--- src/rtl/eprog_pkg.sv ---
package eprog_pkg;
  typedef enum logic [2:0] {
    ST_IDLE,
    ST_SETUP,
    ST_PULSE,
    ST_HOLD,
    ST_TURN,
    ST_READ,
    ST_JUDGE
  } eprog_state_e;

  function automatic int imax(input int a, input int b);
    return (a > b) ? a : b;
  endfunction
endpackage

--- src/rtl/eprog_timer.sv ---
// Down-counting phase timer: loaded with (length-1), reports the last cycle.
module eprog_timer #(
  parameter int W = 8
) (
  input  logic         clk,
  input  logic         rst_n,
  input  logic         load,
  input  logic [W-1:0] load_val,
  output logic         expired
);
  logic [W-1:0] cnt_q;

  always_ff @(posedge clk or negedge rst_n) begin
    if (!rst_n)             cnt_q <= '0;
    else if (load)          cnt_q <= load_val;
    else if (cnt_q != '0)   cnt_q <= cnt_q - 1'b1;
  end

  assign expired = (cnt_q == '0);
endmodule

--- src/rtl/eprog_judge.sv ---
// Read-back evaluation: exact match, or a bit that can never be raised again.
module eprog_judge #(
  parameter int DW = 8
) (
  input  logic [DW-1:0] want,
  input  logic [DW-1:0] seen,
  output logic          match,
  output logic          stuck
);
  assign match = (want == seen);
  assign stuck = |(want & ~seen);
endmodule

--- src/rtl/eprom_prog_seq.sv ---
module eprom_prog_seq
  import eprog_pkg::*;
#(
  parameter int AW         = 15,
  parameter int DW         = 8,
  parameter int CLK_HZ     = 100_000_000,
  parameter int PULSE_US   = 100,
  parameter int MAX_PULSES = 25,
  parameter int SETUP_CYC  = 2,
  parameter int HOLD_CYC   = 2,
  parameter int ACCESS_CYC = 3,
  localparam int PW        = $clog2(MAX_PULSES + 1)
) (
  input  logic          clk,
  input  logic          rst_n,
  input  logic [AW-1:0] base_addr,
  input  logic          in_valid,
  output logic          in_ready,
  input  logic [DW-1:0] in_data,
  input  logic          in_last,
  output logic [AW-1:0] ep_addr,
  output logic [DW-1:0] ep_data_o,
  output logic          ep_data_oe,
  input  logic [DW-1:0] ep_data_i,
  output logic          ep_ce_n,
  output logic          ep_oe_n,
  output logic          ep_vpp_en,
  output logic          byte_ok,
  output logic [PW-1:0] byte_pulses,
  output logic          done,
  output logic          err,
  output logic          err_unprog,
  output logic [AW-1:0] err_addr
);
  localparam int PULSE_CYC = (CLK_HZ / 1_000_000) * PULSE_US;
  localparam int LONGEST   = imax(imax(PULSE_CYC, ACCESS_CYC), imax(SETUP_CYC, HOLD_CYC));
  localparam int TW        = $clog2(LONGEST + 1);

  eprog_state_e  st_q, nxt;
  logic          ld, tmr_exp, take, match, stuck;
  logic [TW-1:0] ldv;
  logic [AW-1:0] addr_q;
  logic [DW-1:0] tgt_q, rd_q;
  logic          last_q, fresh_q;
  logic [PW-1:0] pcnt_q;

  eprog_timer #(.W(TW)) u_timer (
    .clk(clk), .rst_n(rst_n), .load(ld), .load_val(ldv), .expired(tmr_exp)
  );

  eprog_judge #(.DW(DW)) u_judge (
    .want(tgt_q), .seen(rd_q), .match(match), .stuck(stuck)
  );

  assign in_ready    = (st_q == ST_IDLE);
  assign take        = in_valid && in_ready;
  assign ep_addr     = addr_q;
  assign ep_data_o   = tgt_q;
  assign byte_pulses = pcnt_q;

  always_comb begin
    nxt = st_q;
    ld  = 1'b0;
    ldv = '0;
    unique case (st_q)
      ST_IDLE: if (in_valid) begin
        nxt = ST_SETUP; ld = 1'b1; ldv = TW'(SETUP_CYC - 1);
      end
      ST_SETUP: if (tmr_exp) begin
        nxt = ST_PULSE; ld = 1'b1; ldv = TW'(PULSE_CYC - 1);
      end
      ST_PULSE: if (tmr_exp) begin
        nxt = ST_HOLD; ld = 1'b1; ldv = TW'(HOLD_CYC - 1);
      end
      ST_HOLD: if (tmr_exp) begin
        nxt = ST_TURN; ld = 1'b1; ldv = TW'(SETUP_CYC - 1);
      end
      ST_TURN: if (tmr_exp) begin
        nxt = ST_READ; ld = 1'b1; ldv = TW'(ACCESS_CYC - 1);
      end
      ST_READ: if (tmr_exp) nxt = ST_JUDGE;
      ST_JUDGE: begin
        if (match || stuck || pcnt_q == PW'(MAX_PULSES)) begin
          nxt = ST_IDLE;
        end else begin
          nxt = ST_SETUP; ld = 1'b1; ldv = TW'(SETUP_CYC - 1);
        end
      end
      default: nxt = ST_IDLE;
    endcase
  end

  always_ff @(posedge clk or negedge rst_n) begin
    if (!rst_n) begin
      st_q       <= ST_IDLE;
      addr_q     <= '0;
      tgt_q      <= '1;
      rd_q       <= '1;
      last_q     <= 1'b0;
      fresh_q    <= 1'b1;
      pcnt_q     <= '0;
      ep_ce_n    <= 1'b1;
      ep_oe_n    <= 1'b1;
      ep_data_oe <= 1'b0;
      ep_vpp_en  <= 1'b0;
      byte_ok    <= 1'b0;
      done       <= 1'b0;
      err        <= 1'b0;
      err_unprog <= 1'b0;
      err_addr   <= '0;
    end else begin
      st_q       <= nxt;
      byte_ok    <= 1'b0;
      done       <= 1'b0;
      // strobes are registered decodes of the next phase: glitch-free pins
      ep_ce_n    <= !(nxt == ST_PULSE || nxt == ST_READ);
      ep_oe_n    <= !(nxt == ST_READ);
      ep_data_oe <= (nxt == ST_SETUP) || (nxt == ST_PULSE) || (nxt == ST_HOLD);
      ep_vpp_en  <= (nxt != ST_IDLE);
      if (take) begin
        tgt_q      <= in_data;
        last_q     <= in_last;
        addr_q     <= fresh_q ? base_addr : addr_q + 1'b1;
        fresh_q    <= 1'b0;
        pcnt_q     <= '0;
        err        <= 1'b0;
        err_unprog <= 1'b0;
      end
      if (st_q == ST_SETUP && tmr_exp) pcnt_q <= pcnt_q + 1'b1;
      if (st_q == ST_READ && tmr_exp)  rd_q   <= ep_data_i;
      if (st_q == ST_JUDGE) begin
        if (match) begin
          byte_ok <= 1'b1;
          if (last_q) begin
            done    <= 1'b1;
            fresh_q <= 1'b1;
          end
        end else if (stuck) begin
          err        <= 1'b1;
          err_unprog <= 1'b1;
          err_addr   <= addr_q;
          fresh_q    <= 1'b1;
        end else if (pcnt_q == PW'(MAX_PULSES)) begin
          err      <= 1'b1;
          err_addr <= addr_q;
          fresh_q  <= 1'b1;
        end
      end
    end
  end
endmodule

--- config.mk ---
export PLATFORM = sky130hd
export DESIGN_NAME = eprom_prog_seq
export DESIGN_NICKNAME = d
export VERILOG_FILES = /design/src/rtl/eprog_pkg.sv /design/src/rtl/eprog_timer.sv /design/src/rtl/eprog_judge.sv /design/src/rtl/eprom_prog_seq.sv
export SDC_FILE = /design/constraint.sdc
export NUM_CORES = 1
export LEC_CHECK = 0
export ABC_AREA = 1
export CORE_ASPECT_RATIO = 2
export CORE_MARGIN = 2
export CORE_UTILIZATION = 47
export DETAILED_ROUTE_END_ITERATION = 10
export GPL_TIMING_DRIVEN = 1
export HOLD_SLACK_MARGIN = 0.08
export PLACE_DENSITY_LB_ADDON = 0.08
export SYNTH_ARGS = -nofsm -noshare
export SYNTH_HDL_FRONTEND = slang
export SYNTH_SLANG_ARGS = --single-unit
--- constraint.sdc ---
create_clock -name clk -period 1.5 [get_ports clk]
set_input_delay 0.3 -clock clk [delete_from_list [all_inputs] [get_ports clk]]
set_output_delay 0.3 -clock clk [all_outputs]
set_load 0.05 [all_outputs]
==> results.cfg, run 1 <==
[synth]
async_flop_share = 1.000
synth_edf_count = 0
synth-warning-count = 0
syn_inst = 516
avgSynthCellArea_um2 = 8.247
synth.distinct_cells = 42
syn-num-nets = 564
synth-main-ff-cell = dfrtp_1
ys_seq_elements = 78
seq_area_frac_synth = 0.4643
syn_area_mm2 = 0.004255

[clock_network]
cts_root_buf = clkbuf_16
clockBufferDepth = 2
cts_made_buffers = 9
cts_max_level = 3
clk_pin_slew_worst_paths_ps = 60
clock_latency_ps = 340
cts_tree = done
clkSinkCount = 78

[timing]
fin_setup_tns_ps = -13820
min_period_ps = 1862
setup_violations = 59
maxSlewHeadroom = 0.7120
worst_slack_ps = -361.9
slew_violations = 0
hold_viol = 0
fin_crit_sh = 1.241
worstMarginPinSlew_ps = 428.8
clock_skew_ps = 6.700
rsz0062_at_grt = true
max_freq_mhz = 537.1

[run_status]
status = finished, violations left
violations = setup timing

[detailed_routing]
ant_nets = 0
drc = 0
wl_mm = 15.39
wl_per_cell_um = 18.48
dr.pass1.iters = 5
num_vias = 4532
first_iter_violations = 257
vias_per_cell = 5.441

[power]
leakage_uw = 0.003589
ir_drop_mv = 0.6676
power.density_mw_per_mm2 = 638.5

[global_routing]
antenna_found_initial = 0
grt_pass1_wl_mm = 22.38
grt_pass1_vias = 4590
grt_usage = 0.2933
grt_overflow_total = 0
grt_max_degree = 35

[place]
pre_cts_ws_ps = -384.5
portBuffers = 86
place.gp.congestion = 0.9044
dp_hpwl_mm = 9.509

[floorplan]
chipWidth_um = 71.28
core_mm2 = 0.008890
start_util = 0.4787
dieArea_mm2 = 0.009877
io_pins = 87
row_count = 49
fp.dieH_um = 138.6

[cells_and_area]
area_delta_synth_final_pct = 80.42
post-route-util = 0.8636
fillers = 445
fin_nets = 774
antenna_cells = 0
drive_gt1_frac = 0.4993

[flow_run]
cap_violations = 0

[setup_path]
crit_type = flip-flop to flip-flop
cp-start-kind = flip-flop
cp-startpoint = rd_q[2]$_DFFE_PN1P_
r2r-start = rd_q[2]$_DFFE_PN1P_
r2r-end = ep_data_oe$_DFF_PN0_
worstSetupEndpoint = ep_data_oe$_DFF_PN0_
cp.required_ps = 1740
cp-end-kind = flip-flop
cp.arrival_ps = 2100
rr_worst_depth = 12
crit_fanout = 6
ff2ff_setup_slack_ps = -360

[worst_hold_path]
hp-class = primary input to asynchronous set/reset pin
[cell type report]
cell class	count	area (um^2)	share of cell area
clock inverter	4	45.04	0.005867
tap	102	127.6	0.01662
multi-input combinational	365	2524	0.3287
inverter	61	239.0	0.03113
clock buffer	12	256.5	0.03341
sequential	78	1991	0.2593
timing repair buffer	211	2495	0.3250
[state kept, by name (all words and copies together) (netlist names)]
signal / cells
ep_data_o: 8
done: 1
ep_addr: 15
byte_ok: 1
err_addr: 15
st_q: 3
byte_pulses: 5
last_q: 1
rd_q: 8
ep_ce_n: 1
ep_vpp_en: 1
ep_data_oe: 1
fresh_q: 1
ep_oe_n: 1
err_unprog: 1
u_timer.cnt_q: 14
err: 1
[layer usage]
layer / share of wire / global-route usage / routed length, um / up-vias
met5: 0 / 0 / 0 / -
met4: 0.052 / 0.1321 / 802 / 0
met3: 0.044 / 0.05233 / 684 / 68
met2: 0.58 / 0.5478 / 8883 / 187
met1: 0.33 / 0.3063 / 5025 / 2206
li1: - / - / - / 2071
[critical path, cell delays in order (launching register included)]
cell     delay (ps)
dfstp_2         520
inv_2            60
ha_4            260
nand2_2          60
nor2_4          110
nand2_2          70
nand2_2         100
buf_6           120
nor2_4           40
nor2_4          180
nand3_2         100
nand2_1          80
inv_1            40
[timing repair]
item,in CTS,in global routing
pin swaps,34,41
buffers inserted,19,18
gates resized for setup,69,84
setup endpoints to repair,61,69
hold buffers,1,0
gates cloned,1,3
hold endpoints to repair,7,0
[stage by stage]
stage | cell area (um^2) | total power [uW] | hold WS, ps | instances
after CTS | 7199 | 4874 | 419.5 | 814
after global placement | 6510 | 2657 | 227.3 | 777
after global routing | 7677 | 5038 | 462.8 | 833
final | 7677 | 4902 | 445.0 | 833
after detailed placement | 6510 | 2661 | 230.7 | 777
after floorplan | 4414 | 2347 | 4.409 | 516
[worst min-delay path by stage]
stage / from / to / slack, ps / depth (start not counted)
2_1_floorplan: rst_n / byte_ok$_DFF_PN0_ / 4 / 0
3_3_place_gp: rst_n / u_timer.cnt_q[7]$_DFFE_PN0P_ / 230 / 1
3_5_place_dp: rst_n / u_timer.cnt_q[7]$_DFFE_PN0P_ / 230 / 1
4_1_cts: rst_n / err_addr[6]$_DFFE_PN0P_ / 420 / 2
5_1_grt: rst_n / err_addr[5]$_DFFE_PN0P_ / 460 / 2
6_report: rst_n / u_timer.cnt_q[7]$_DFFE_PN0P_ / 450 / 2
[placed cells by master, fill, tap and decap left out, types with 3 or more instances in the layout]
master,Yosys,layout
clkdlybuf4s50_1,0,33
nand3_2,1,10
o21ai_1,18,27
dfrtp_1,59,47
nor3_1,9,5
a21oi_2,0,3
nand3_1,28,18
nor3_2,1,4
ha_4,0,10
nand3_4,1,3
buf_8,1,4
dfstp_2,19,19
o22ai_2,0,4
nand2_4,2,10
clkbuf_16,0,11
o21ai_0,26,8
a21oi_1,10,7
xnor2_1,3,3
buf_6,4,16
nor2_1,52,35
buf_12,0,56
clkinv_2,0,3
inv_2,5,18
o21ai_2,2,9
nor2_2,5,5
dfrtp_2,0,12
nand2_1,137,112
nor2_4,8,25
xor2_1,11,11
nand2_2,10,27
inv_1,54,41
nand4_1,7,7
ha_1,13,3
buf_4,0,99
[power by group]
group          internal, uW  switching (uW)  total (uW)
logic                   259             251         509
clock network          1370             854        2230
registers              2140            26.2        2170
[synth_stat cells (2+ instances only)]
cell        n  area share
xor2_1     11       0.023
nand2_2    10       0.015
inv_2       5      0.0044
o21ai_1    18       0.021
clkbuf_1    3      0.0026
nand4_1     7       0.010
nand2_1   137        0.12
ha_1       13       0.038
buf_2       6      0.0071
dfstp_2    19        0.12
or2_2       2      0.0029
o22ai_1     5      0.0074
nor2_8      2      0.0094
o21ai_2     2      0.0041
xnor2_1     3      0.0062
a21oi_1    10       0.012
nor2_4      8       0.021
nor3_1      9       0.011
nand3_1    28       0.033
buf_6       4       0.011
nand2_4     2      0.0053
dfrtp_1    59        0.35
nor2_1     52       0.046
inv_1      54       0.048
o21ai_0    26       0.031
nor2_2      5      0.0074
[kinds of logic (layout without fill, tap and decap cells)]
family	count (synthesis)	count (layout)	synth area share
xor gates and xnor gates	14	14	0.02882
adders and majority gates	13	13	0.03822
muxes	1	1	0.003527
and+or+nand+nor	269	271	0.3023
buffers and inverters	75	288	0.07821
DFF	78	78	0.4643
AOI/OAI and AO/OA	66	66	0.08468
(Power assumes the default switching activity.)
==> run 2, diff against run 1 <==
Clock period 1.5 ns to 1.7 ns, I/O delays scaled along.
==> run 2 against run 1 <==
Net effect: the run still ends with setup timing left; fmax grew 0.54%; sequential power shrank 12%; first-iteration DRC count shrank 29%; largest power group is now sequential cells; highest routed layer unchanged.
==> results.cfg, run 2 (synthesis results as in run 1) <==
[run_status]
status = finished, violations left
violations = setup timing

[setup_path]
cp.required_ps = 1970
cp-end-kind = flip-flop
cp-start-kind = flip-flop
crit_type = flip-flop to flip-flop
cp.arrival_ps = 2120
crit_fanout = 5
ff2ff_setup_slack_ps = -150

[clock_network]
cts_max_level = 3
clk_pin_slew_worst_paths_ps = 60
cts_tree = done
clkSinkCount = 78
clock_latency_ps = 330
cts_root_buf = clkbuf_16
cts_made_buffers = 9
clockBufferDepth = 2

[cells_and_area]
fillers = 704
post-route-util = 0.7309
final_cell_mix = nand2_1 (111), buf_4 (89), dfrtp_1 (54), inv_1 (42), nor2_1 (40)
fin_nets = 712
layout.area.seq_mm2 = 0.001982
area_delta_synth_final_pct = 52.69
multiInputGateArea_mm2 = 0.002400
layout_commonest_cell = nand2_1
antenna_cells = 0
stdcell_area_mm2 = 0.006497
drive_gt1_frac = 0.4215

[timing]
fin_crit_sh = 1.089
clock_skew_ps = 6.482
max_freq_mhz = 540.0
holdWs_ps = 480.0
maxSlewHeadroom = 0.7158
slew_violations = 0
min_period_ps = 1852
rsz0062_at_grt = true
setup_violations = 43
hold_viol = 0
fin_setup_tns_ps = -2218
worstMarginPinSlew_ps = 424.7
worst_slack_ps = -152.0

[worst_hold_path]
hp-class = flip-flop to flip-flop

[floorplan]
dieArea_mm2 = 0.009877
core_mm2 = 0.008890
row_count = 49
chipWidth_um = 71.28
start_util = 0.4787
io_pins = 87
fp.dieH_um = 138.6

[detailed_routing]
m1WireLength_mm = 4.210
drc = 0
num_vias = 3990
wl_mm = 12.15
vias_per_cell = 5.175
routed.top_layer = met4
wl_per_cell_um = 15.76
first_iter_violations = 183
met2_length_mm = 7.198
ant_nets = 0
met3WireLength_um = 353
dr.pass1.iters = 4

[place]
dp_hpwl_mm = 8.719
place.gp.congestion = 0.9233
placed_area_mm2 = 0.005695
portBuffers = 86

[global_routing]
grt_max_degree = 79
grt_pass1_wl_mm = 18.95
grt_usage = 0.2456
antenna_found_initial = 0
grt_pass1_vias = 4115
grt_overflow_total = 0

[power]
finalPower_uw = 3996
ir_drop_mv = 0.6357
power.density_mw_per_mm2 = 615.0
leakage_uw = 0.003076

[flow_run]
cap_violations = 0
-- run 2: final timing paths --
path | from | end | cells past startpoint
setup reg to reg | rd_q[0]$_DFFE_PN1P_ | u_timer.cnt_q[8]$_DFFE_PN0P_ | 12
hold reg to reg | last_q$_DFFE_PN0P_ | last_q$_DFFE_PN0P_ | 2
hold / removal | last_q$_DFFE_PN0P_ | last_q$_DFFE_PN0P_ | 2
setup / recovery | rd_q[0]$_DFFE_PN1P_ | u_timer.cnt_q[8]$_DFFE_PN0P_ | 12
max in group asynchronous | rst_n | ep_oe_n$_DFF_PN1_ | 3
min in group asynchronous | rst_n | u_timer.cnt_q[6]$_DFFE_PN0P_ | 3
-- run 2: what timing repair did --
action / in CTS / in global routing
endpoints found under the hold margin: 59 / 0
endpoints found under the setup margin: 47 / 56
gates resized for setup: 33 / 82
gates cloned: 2 / 2
pin swaps: 17 / 18
setup buffers: 6 / 5
hold buffers: 1 / 0
-- run 2: cell type report --
| cell class | count | area share |
|---|---|---|
| Tap cell | 102 | 0.01964 |
| Multi-Input combinational cell | 365 | 0.3693 |
| Inverter | 61 | 0.03678 |
| Clock inverter | 2 | 0.001541 |
| Timing Repair Buffer | 149 | 0.2286 |
| Clock buffer | 14 | 0.03909 |
| Sequential cell | 78 | 0.3050 |
-- run 2: per-stage QoR --
step / worst slack, ps / instances
after detailed placement: -153.0 / 739
final: -152.0 / 771
after CTS: -96.61 / 764
after global placement: -119.9 / 739
after floorplan: -39.23 / 516
after global routing: -210.3 / 771
-- run 2: critical path: stages, from the launching register on --
cell     delay [ps]
dfstp_2         530
inv_2            50
ha_4            250
nand2_2          60
nor2_2          150
nand2_2         100
nand2_4         100
inv_6            50
nand2_8          80
nand3_4         110
nor2_4          160
nand2_1          70
nand2_1          70
-- run 2: per-layer routing --
metal	global-route usage	vias to the layer above
met1	0.2599	1918
met3	0.02980	33
met2	0.4639	92
met4	0.1122	0
li1	-	1947
met5	0	-
-- run 2: power breakdown --
group	internal [uW]	leakage, uW	switching (uW)
Combinational	173	0.00206	187
Sequential	1890	0.000886	20.9
Clock	1020	0.000131	701
